==> src/rtl/sp_pkg.sv <==
`timescale 1ns/1ps
package sp_pkg;
   typedef enum logic [1:0] {RX_IDLE, RX_START, RX_DATA, RX_STOP} rx_state_e;
   localparam int unsigned CTRL_W = 8;
   // control/status bit positions (software-visible, order is behaviour)
   localparam int unsigned B_RX_FLAG = 0;
   localparam int unsigned B_TX_FLAG = 1;
   localparam int unsigned B_RX_BIT9 = 2;
   localparam int unsigned B_TX_BIT9 = 3;
   localparam int unsigned B_RX_EN   = 4;
endpackage

==> src/rtl/sp_sync.sv <==
`timescale 1ns/1ps
module sp_sync #(
   parameter int unsigned STAGES    = 2,
   parameter logic        RESET_VAL = 1'b1
) (
   input  logic clk,
   input  logic rst_n,
   input  logic d,
   output logic q
);
   initial assert (STAGES >= 1) else $error("sp_sync: STAGES must be at least 1");

   generate
      if (STAGES == 1) begin : g_single
         logic stage_q;
         always_ff @(posedge clk) begin
            if (!rst_n) stage_q <= RESET_VAL;
            else        stage_q <= d;
         end
         assign q = stage_q;
      end else begin : g_chain
         logic [STAGES-1:0] chain_q;
         always_ff @(posedge clk) begin
            if (!rst_n) chain_q <= {STAGES{RESET_VAL}};
            else        chain_q <= {chain_q[STAGES-2:0], d};
         end
         assign q = chain_q[STAGES-1];
      end
   endgenerate
endmodule

==> src/rtl/sp_tx.sv <==
`timescale 1ns/1ps
module sp_tx #(
   parameter int unsigned DATA_W = 8,
   parameter int unsigned DIV    = 32
) (
   input  logic              clk,
   input  logic              rst_n,
   input  logic              baud_tick,
   input  logic              load,
   input  logic [DATA_W-1:0] load_data,
   output logic              txd,
   output logic              busy,
   output logic              done
);
   localparam int unsigned FRAME_W = DATA_W + 2;
   localparam int unsigned CNT_W   = $clog2(DIV);
   localparam int unsigned IDX_W   = $clog2(FRAME_W);
   localparam logic [CNT_W-1:0] CNT_LAST = CNT_W'(DIV - 1);
   localparam logic [IDX_W-1:0] IDX_LAST = IDX_W'(FRAME_W - 1);

   logic [FRAME_W-1:0] frame_q;
   logic [CNT_W-1:0]   tick_q;
   logic [IDX_W-1:0]   idx_q;
   logic               busy_q;
   logic               bit_end;

   assign bit_end = busy_q & baud_tick & (tick_q == CNT_LAST);

   always_ff @(posedge clk) begin
      if (!rst_n) begin
         frame_q <= '1;
         tick_q  <= '0;
         idx_q   <= '0;
         busy_q  <= 1'b0;
      end else if (load && !busy_q) begin
         frame_q <= {1'b1, load_data, 1'b0};
         tick_q  <= '0;
         idx_q   <= '0;
         busy_q  <= 1'b1;
      end else if (busy_q && baud_tick) begin
         if (tick_q == CNT_LAST) begin
            tick_q <= '0;
            if (idx_q == IDX_LAST) busy_q <= 1'b0;
            else                   idx_q  <= idx_q + 1'b1;
         end else begin
            tick_q <= tick_q + 1'b1;
         end
      end
   end

   assign txd  = busy_q ? frame_q[idx_q] : 1'b1;
   assign busy = busy_q;
   assign done = bit_end & (idx_q == IDX_LAST);

   // the frame being sent is never replaced
   a_r7_frame_held: assert property (@(posedge clk) disable iff (!rst_n)
      busy_q |=> $stable(frame_q));
   // the bit position moves only on a baud strobe
   a_r4_index_on_strobe: assert property (@(posedge clk) disable iff (!rst_n)
      (busy_q && !baud_tick) |=> $stable(idx_q));
   // a frame begins with the start bit
   a_r3_start_low: assert property (@(posedge clk) disable iff (!rst_n)
      (load && !busy_q) |=> !txd);
endmodule

==> src/rtl/sp_rx.sv <==
`timescale 1ns/1ps
module sp_rx import sp_pkg::*; #(
   parameter int unsigned DATA_W = 8,
   parameter int unsigned DIV    = 32
) (
   input  logic              clk,
   input  logic              rst_n,
   input  logic              baud_tick,
   input  logic              rxd,
   input  logic              arm,
   output logic              done,
   output logic [DATA_W-1:0] data,
   output logic              stop_bit
);
   localparam int unsigned CNT_W  = $clog2(DIV);
   localparam int unsigned BCNT_W = (DATA_W > 1) ? $clog2(DATA_W) : 1;
   localparam logic [CNT_W-1:0]  CNT_LAST  = CNT_W'(DIV - 1);
   localparam logic [CNT_W-1:0]  HALF_LAST = CNT_W'(DIV / 2 - 1);
   localparam logic [BCNT_W-1:0] BCNT_LAST = BCNT_W'(DATA_W - 1);

   rx_state_e         state_q;
   logic [CNT_W-1:0]  tick_q;
   logic [BCNT_W-1:0] bcnt_q;
   logic [DATA_W-1:0] shift_q;
   logic              rxd_d;
   logic              stop_q;
   logic              done_q;

   always_ff @(posedge clk) begin
      if (!rst_n) begin
         state_q <= RX_IDLE;
         tick_q  <= '0;
         bcnt_q  <= '0;
         shift_q <= '0;
         rxd_d   <= 1'b1;
         stop_q  <= 1'b0;
         done_q  <= 1'b0;
      end else begin
         rxd_d  <= rxd;
         done_q <= 1'b0;
         case (state_q)
            RX_IDLE: begin
               if (arm && rxd_d && !rxd) begin
                  state_q <= RX_START;
                  tick_q  <= '0;
               end
            end
            RX_START: begin
               if (baud_tick) begin
                  if (tick_q == HALF_LAST) begin
                     tick_q <= '0;
                     bcnt_q <= '0;
                     state_q <= rxd ? RX_IDLE : RX_DATA;
                  end else begin
                     tick_q <= tick_q + 1'b1;
                  end
               end
            end
            RX_DATA: begin
               if (baud_tick) begin
                  if (tick_q == CNT_LAST) begin
                     tick_q  <= '0;
                     shift_q <= {rxd, shift_q[DATA_W-1:1]};
                     if (bcnt_q == BCNT_LAST) state_q <= RX_STOP;
                     else                     bcnt_q  <= bcnt_q + 1'b1;
                  end else begin
                     tick_q <= tick_q + 1'b1;
                  end
               end
            end
            RX_STOP: begin
               if (baud_tick) begin
                  if (tick_q == CNT_LAST) begin
                     tick_q  <= '0;
                     stop_q  <= rxd;
                     done_q  <= 1'b1;
                     state_q <= RX_IDLE;
                  end else begin
                     tick_q <= tick_q + 1'b1;
                  end
               end
            end
            default: state_q <= RX_IDLE;
         endcase
      end
   end

   assign done     = done_q;
   assign data     = shift_q;
   assign stop_bit = stop_q;

   // data phase is entered only after a start bit that read low
   a_r10_start_confirmed_low: assert property (@(posedge clk) disable iff (!rst_n)
      (state_q == RX_START && baud_tick && tick_q == HALF_LAST && rxd) |=> (state_q == RX_IDLE));
   // completion pulse follows the stop-bit phase
   a_r8_done_after_stop: assert property (@(posedge clk) disable iff (!rst_n)
      done_q |-> (state_q == RX_IDLE));
   // received data is frozen outside the data phase
   a_r8_shift_only_in_data: assert property (@(posedge clk) disable iff (!rst_n)
      (state_q != RX_DATA) |=> $stable(shift_q));
endmodule

==> src/rtl/sp_regs.sv <==
`timescale 1ns/1ps
module sp_regs import sp_pkg::*; #(
   parameter int unsigned         ADDR_W    = 8,
   parameter logic [ADDR_W-1:0]   CTRL_ADDR = 8'h98,
   parameter logic [ADDR_W-1:0]   DATA_ADDR = 8'h99
) (
   input  logic              clk,
   input  logic              rst_n,
   input  logic [ADDR_W-1:0] bus_addr,
   input  logic              bus_wr,
   input  logic [CTRL_W-1:0] bus_wdata,
   output logic [CTRL_W-1:0] bus_rdata,
   input  logic              tx_done,
   input  logic              rx_done,
   input  logic [CTRL_W-1:0] rx_data,
   input  logic              rx_stop,
   output logic              rx_arm,
   output logic              tx_load,
   output logic [CTRL_W-1:0] tx_data,
   output logic              irq
);
   logic [CTRL_W-1:0] ctrl_q, ctrl_nxt;
   logic [CTRL_W-1:0] rbuf_q;
   logic sel_ctrl, sel_data, wr_ctrl, accept;

   assign sel_ctrl = (bus_addr == CTRL_ADDR);
   assign sel_data = (bus_addr == DATA_ADDR);
   assign wr_ctrl  = bus_wr & sel_ctrl;
   assign accept   = rx_done & ctrl_q[B_RX_EN] & ~ctrl_q[B_RX_FLAG];

   always_comb begin
      ctrl_nxt = wr_ctrl ? bus_wdata : ctrl_q;
      if (tx_done) ctrl_nxt[B_TX_FLAG] = 1'b1;
      if (accept) begin
         ctrl_nxt[B_RX_FLAG] = 1'b1;
         ctrl_nxt[B_RX_BIT9] = rx_stop;
      end
   end

   always_ff @(posedge clk) begin
      if (!rst_n) begin
         ctrl_q <= '0;
         rbuf_q <= '0;
      end else begin
         ctrl_q <= ctrl_nxt;
         if (accept) rbuf_q <= rx_data;
      end
   end

   always_comb begin
      if (sel_ctrl)      bus_rdata = ctrl_q;
      else if (sel_data) bus_rdata = rbuf_q;
      else               bus_rdata = '0;
   end

   assign rx_arm  = ctrl_q[B_RX_EN];
   assign tx_load = bus_wr & sel_data;
   assign tx_data = bus_wdata;
   assign irq     = ctrl_q[B_TX_FLAG] | ctrl_q[B_RX_FLAG];

   // end of a transmitted frame raises tx_flag
   a_r5_flag_on_done: assert property (@(posedge clk) disable iff (!rst_n)
      tx_done |=> ctrl_q[B_TX_FLAG]);
   // flags only fall through a software write
   a_r6_tx_flag_sticky: assert property (@(posedge clk) disable iff (!rst_n)
      (ctrl_q[B_TX_FLAG] && !wr_ctrl) |=> ctrl_q[B_TX_FLAG]);
   a_r6_rx_flag_sticky: assert property (@(posedge clk) disable iff (!rst_n)
      (ctrl_q[B_RX_FLAG] && !wr_ctrl) |=> ctrl_q[B_RX_FLAG]);
   // buffer held while pending or disabled
   a_r9_rbuf_held: assert property (@(posedge clk) disable iff (!rst_n)
      (ctrl_q[B_RX_FLAG] || !ctrl_q[B_RX_EN]) |=> $stable(rbuf_q));
   // control changes only by a write here or by a completion
   a_r11_ctrl_quiet: assert property (@(posedge clk) disable iff (!rst_n)
      (!wr_ctrl && !tx_done && !rx_done) |=> $stable(ctrl_q));
endmodule

==> src/rtl/serial_port8.sv <==
`timescale 1ns/1ps
module serial_port8 import sp_pkg::*; #(
   parameter int unsigned       ADDR_W      = 8,
   parameter logic [ADDR_W-1:0] CTRL_ADDR   = 8'h98,
   parameter logic [ADDR_W-1:0] DATA_ADDR   = 8'h99,
   parameter int unsigned       DIV         = 32,
   parameter int unsigned       SYNC_STAGES = 2
) (
   input  logic              clk,
   input  logic              rst_n,
   input  logic              baud_tick,
   input  logic [ADDR_W-1:0] bus_addr,
   input  logic              bus_wr,
   input  logic [7:0]        bus_wdata,
   output logic [7:0]        bus_rdata,
   output logic              txd,
   input  logic              rxd,
   output logic              irq
);
   localparam int unsigned DATA_W = CTRL_W;

   initial begin
      assert (DIV >= 4 && (DIV % 2) == 0) else $error("serial_port8: DIV must be even and >= 4");
      assert (CTRL_ADDR != DATA_ADDR) else $error("serial_port8: register addresses collide");
      assert (SYNC_STAGES >= 1) else $error("serial_port8: SYNC_STAGES must be >= 1");
   end

   logic              rxd_s;
   logic              tx_load, tx_busy, tx_done;
   logic [DATA_W-1:0] tx_data;
   logic              rx_done, rx_stop, rx_arm;
   logic [DATA_W-1:0] rx_data;

   sp_sync #(.STAGES(SYNC_STAGES), .RESET_VAL(1'b1)) u_sync (
      .clk(clk), .rst_n(rst_n), .d(rxd), .q(rxd_s));

   sp_regs #(.ADDR_W(ADDR_W), .CTRL_ADDR(CTRL_ADDR), .DATA_ADDR(DATA_ADDR)) u_regs (
      .clk(clk), .rst_n(rst_n), .bus_addr(bus_addr), .bus_wr(bus_wr),
      .bus_wdata(bus_wdata), .bus_rdata(bus_rdata), .tx_done(tx_done),
      .rx_done(rx_done), .rx_data(rx_data), .rx_stop(rx_stop), .rx_arm(rx_arm),
      .tx_load(tx_load), .tx_data(tx_data), .irq(irq));

   sp_tx #(.DATA_W(DATA_W), .DIV(DIV)) u_tx (
      .clk(clk), .rst_n(rst_n), .baud_tick(baud_tick), .load(tx_load),
      .load_data(tx_data), .txd(txd), .busy(tx_busy), .done(tx_done));

   sp_rx #(.DATA_W(DATA_W), .DIV(DIV)) u_rx (
      .clk(clk), .rst_n(rst_n), .baud_tick(baud_tick), .rxd(rxd_s), .arm(rx_arm),
      .done(rx_done), .data(rx_data), .stop_bit(rx_stop));

   // busy does not drop while a write attempts to start a frame
   a_r7_busy_kept: assert property (@(posedge clk) disable iff (!rst_n)
      (tx_busy && tx_load && !tx_done) |=> tx_busy);
endmodule

==> config.mk <==
export PLATFORM = sky130hd
export DESIGN_NAME = serial_port8
export DESIGN_NICKNAME = d
export VERILOG_FILES = /design/src/rtl/sp_pkg.sv /design/src/rtl/sp_sync.sv /design/src/rtl/sp_tx.sv /design/src/rtl/sp_rx.sv /design/src/rtl/sp_regs.sv /design/src/rtl/serial_port8.sv
export SDC_FILE = /design/constraint.sdc
export NUM_CORES = 1
export LEC_CHECK = 0
export ABC_CLOCK_PERIOD_IN_PS = 2300
export BUFFER_PORTS_ARGS = -buffer_cell sky130_fd_sc_hd__buf_2
export CORE_MARGIN = 2
export CORE_UTILIZATION = 50
export CTS_CLUSTER_SIZE = 10
export DETAILED_ROUTE_END_ITERATION = 6
export HOLD_SLACK_MARGIN = 0.02
export PLACE_DENSITY = 0.7
export SLEW_MARGIN = 20
export SYNTH_ARGS = -nofsm -noshare
export SYNTH_HDL_FRONTEND = slang
export SYNTH_SLANG_ARGS = --single-unit
export TNS_END_PERCENT = 5
==> constraint.sdc <==
create_clock -name clk -period 2.3 [get_ports clk]
set_input_delay 0.345 -clock clk [delete_from_list [all_inputs] [get_ports clk]]
set_output_delay 0.345 -clock clk [all_outputs]
set_load 0.02 [all_outputs]
==> impl_metrics.json <==
{
  "grt_pass1_vias": 1919,
  "final_util_pct": 58.9,
  "grt_use_total_pct": 19.2,
  "reg2reg_from": "u_rx.tick_q[0]$_SDFFE_PN0P_",
  "grt_max_degree": 20,
  "hp-class": "in -> reg",
  "top_usage_layer": "met2",
  "yosys_register_bits": 58,
  "met3_usage_pct": 3.91,
  "cts-root-buf": "clkbuf_8",
  "first_iter_violations": 118,
  "h-tree-depth": 3,
  "finalCriticalPeriod_ns": 2.16,
  "worstPathArrival_ns": 1.81,
  "p_leak_nw": 1.22,
  "vias": 2151,
  "synthesis.nets": 331,
  "drive_gt1_share_pct": 16.4,
  "finalSetupTns_ns": 0,
  "fin_crit_sh_pct": 93.9,
  "chipHeight_um": 76.1,
  "post_cts_buffers": 0,
  "viasPerCell": 5.31,
  "fmax_mhz": 463,
  "rsz0062_at_grt": "false",
  "drv_slew": 0,
  "startpoint": "u_tx.idx_q[0]$_SDFFE_PP0P_",
  "synthDistinctLibCells": 36,
  "worstSetupStartpointType": "register",
  "stdcell_area_um2": 2990,
  "gr-total-overflow": 0,
  "fin_skew_ns": 0.00819,
  "final_cell_mix": "nand2_1, dfxtp_1, a21oi_1, buf_2, mux2i_1",
  "ir_drop_uv": 370,
  "globalplace.congestion": 0.740,
  "grt_util_met1_pct": 24.2,
  "drc": 0,
  "num_rows": 26,
  "final_common_cell": "nand2_1",
  "die_x_um": 76.1,
  "dieArea_um2": 5790,
  "worst_slew_pin_slew_ns": 0.481,
  "finalHoldViolCount": 0,
  "avgSynthCellArea_um2": 8.65,
  "fp.coreArea_um2": 5070,
  "clk_path_buf_depth": 2,
  "critical_path_class": "reg -> out",
  "routed_wl_um": 5200,
  "power_density_nw_per_um2": 663,
  "io_buffers": 30,
  "antenna_found_initial": 0,
  "first_pass_iters": 4,
  "antenna_left": 0,
  "antenna_cells": 0,
  "wire_per_inst_um": 12.8,
  "crit_end": "txd",
  "grt_pass1_wl_um": 8830,
  "synth-seq-area-share_pct": 44.7,
  "rrSetupSlack_ns": 0.31,
  "dp_hpwl_um": 3770,
  "slew_headroom_pct": 67.8,
  "dpl-instance-area_um2": 2800,
  "drv_cap": 0,
  "nets": 361,
  "initial_utilization_pct": 51.2,
  "fin_ws_ns": 0.141,
  "clk_latency_ns": 0.34,
  "synthCells": 300,
  "cts_sinks": 58,
  "clkTransAtPathRegs_ns": 0.07,
  "areaGrowthSynthToFinish_pct": 15.2,
  "crit_fanout": 8,
  "finalSetupViolations": 0,
  "io_pins": 31,
  "status": "completed",
  "end_kind": "primary output",
  "yosysWarningCount": 0,
  "r2r_cells": 7,
  "grt_use_met2_pct": 30.8,
  "required_ns": 1.96,
  "synth_area_um2": 2600,
  "hold_buffers": 0,
  "dpl_worst_slack_ns": 0.337,
  "worstReg2RegEnd": "u_rx.bcnt_q[0]$_SDFFE_PN0P_",
  "cts_resized": 0,
  "cts_made_buffers": 9,
  "cts_tree": "built"
}
-- through the flow --
stage	std cells	total power [mW]	hold slack (ns)
3_5_place_dp	389	1.09	0.406
2_1_floorplan	300	1.06	0.386
4_1_cts	405	2.00	0.191
3_3_place_gp	389	1.09	0.406
5_1_grt	405	2.05	0.212
6_report	405	1.98	0.198
-- worst min-delay path by stage --
stage / start / end / slack [ns] / cells after the start
finish: rxd / u_sync.g_chain.chain_q[0]$_SDFF_PN1_ / 0.20 / 2
global route: rxd / u_sync.g_chain.chain_q[0]$_SDFF_PN1_ / 0.21 / 2
CTS: rxd / u_sync.g_chain.chain_q[0]$_SDFF_PN1_ / 0.19 / 2
detailed placement: u_sync.g_chain.chain_q[0]$_SDFF_PN1_ / u_sync.g_chain.chain_q[1]$_SDFF_PN1_ / 0.41 / 1
global placement: u_sync.g_chain.chain_q[0]$_SDFF_PN1_ / u_sync.g_chain.chain_q[1]$_SDFF_PN1_ / 0.41 / 1
floorplan: u_sync.g_chain.chain_q[0]$_SDFF_PN1_ / u_sync.g_chain.chain_q[1]$_SDFF_PN1_ / 0.39 / 1
-- cells in the mapped netlist --
master      n  share of area (%)
o2111ai_1   2               0.67
or2_2       2               0.48
nand2b_1    5                1.2
a211oi_1    2               0.58
dfxtp_1    58                 45
xor2_1      4                1.3
o31a_4      1               0.67
nor2b_1     2               0.48
a21oi_1    38                7.3
or2_4       1               0.34
and4bb_2    1               0.48
inv_1       6               0.87
nor3_1      1               0.19
nand3b_1    2               0.58
mux2i_1    18                6.9
o21ai_1     2               0.39
nand2_1    63                9.1
and3b_1     2               0.67
a21o_1      1               0.29
a221oi_1    1               0.34
clkbuf_1    9                1.3
nand4_1     3               0.72
and3_1      6                1.4
or3_1       3               0.72
or3b_1      1               0.34
o21ai_0     8                1.5
nor3b_1     4                1.2
a22o_1      8                2.7
nand3_1    13                2.5
mux4_2      1               0.87
ha_1       10                4.8
and4bb_1    1               0.48
and4b_1     1               0.39
nor2_1     14                2.0
buf_2       5               0.96
nand4b_1    1               0.34
-- report_power, final --
group | internal, mW | switching [mW]
sequential | 1.01 | 0.00332
clock | 0.495 | 0.419
combinational | 0.0217 | 0.0354
-- sequential cells by signal, summed over array words and instances (netlist names), 2 cells and up, named ones only --
name and flops:
u_regs.ctrl_q 8, u_regs.rbuf_q 8, u_rx.bcnt_q 3, u_rx.data 8
u_rx.tick_q 5, u_sync.g_chain.chain_q 2, u_tx.frame_q 9, u_tx.idx_q 4
u_tx.tick_q 5
-- worst max-delay path, stage by stage (launching register included) --
cell and delay [ns]:
dfxtp_1 0.51, mux4_2 0.56, o21ai_0 0.16, nand3_1 0.09, buf_2 0.17
-- cells by family (layout without fill, tap and decap cells) --
logic type / count (synthesis) / count (layout) / synth area share (%)
AND/OR/NAND/NOR: 126 / 126 / 23.7
AO/OA/AOI/OAI: 63 / 63 / 14.5
flip-flops: 58 / 58 / 44.7
buffers and inverters: 20 / 55 / 3.13
multiplexers: 19 / 19 / 7.81
adder cells (fa/ha/maj): 10 / 10 / 4.82
XOR/XNOR: 4 / 4 / 1.35
-- layer usage --
| metal | up-vias | part of all wire [%] |
|---|---|---|
| met4 | 0 | 2.0 |
| li1 | 1107 | - |
| met3 | 9 | 3.5 |
| met5 | - | 0 |
| met2 | 40 | 47 |
| met1 | 995 | 47 |
-- final cells by class --
cell class,instances,area [um2]
fill,462,2080
sequential,58,1160
tap,70,87.6
inverter,6,22.5
multi-input combinational,222,1350
timing repair buffer,33,173
clock buffer,9,124
clock inverter,7,70.1
Power figures use the tool's default switching activity.
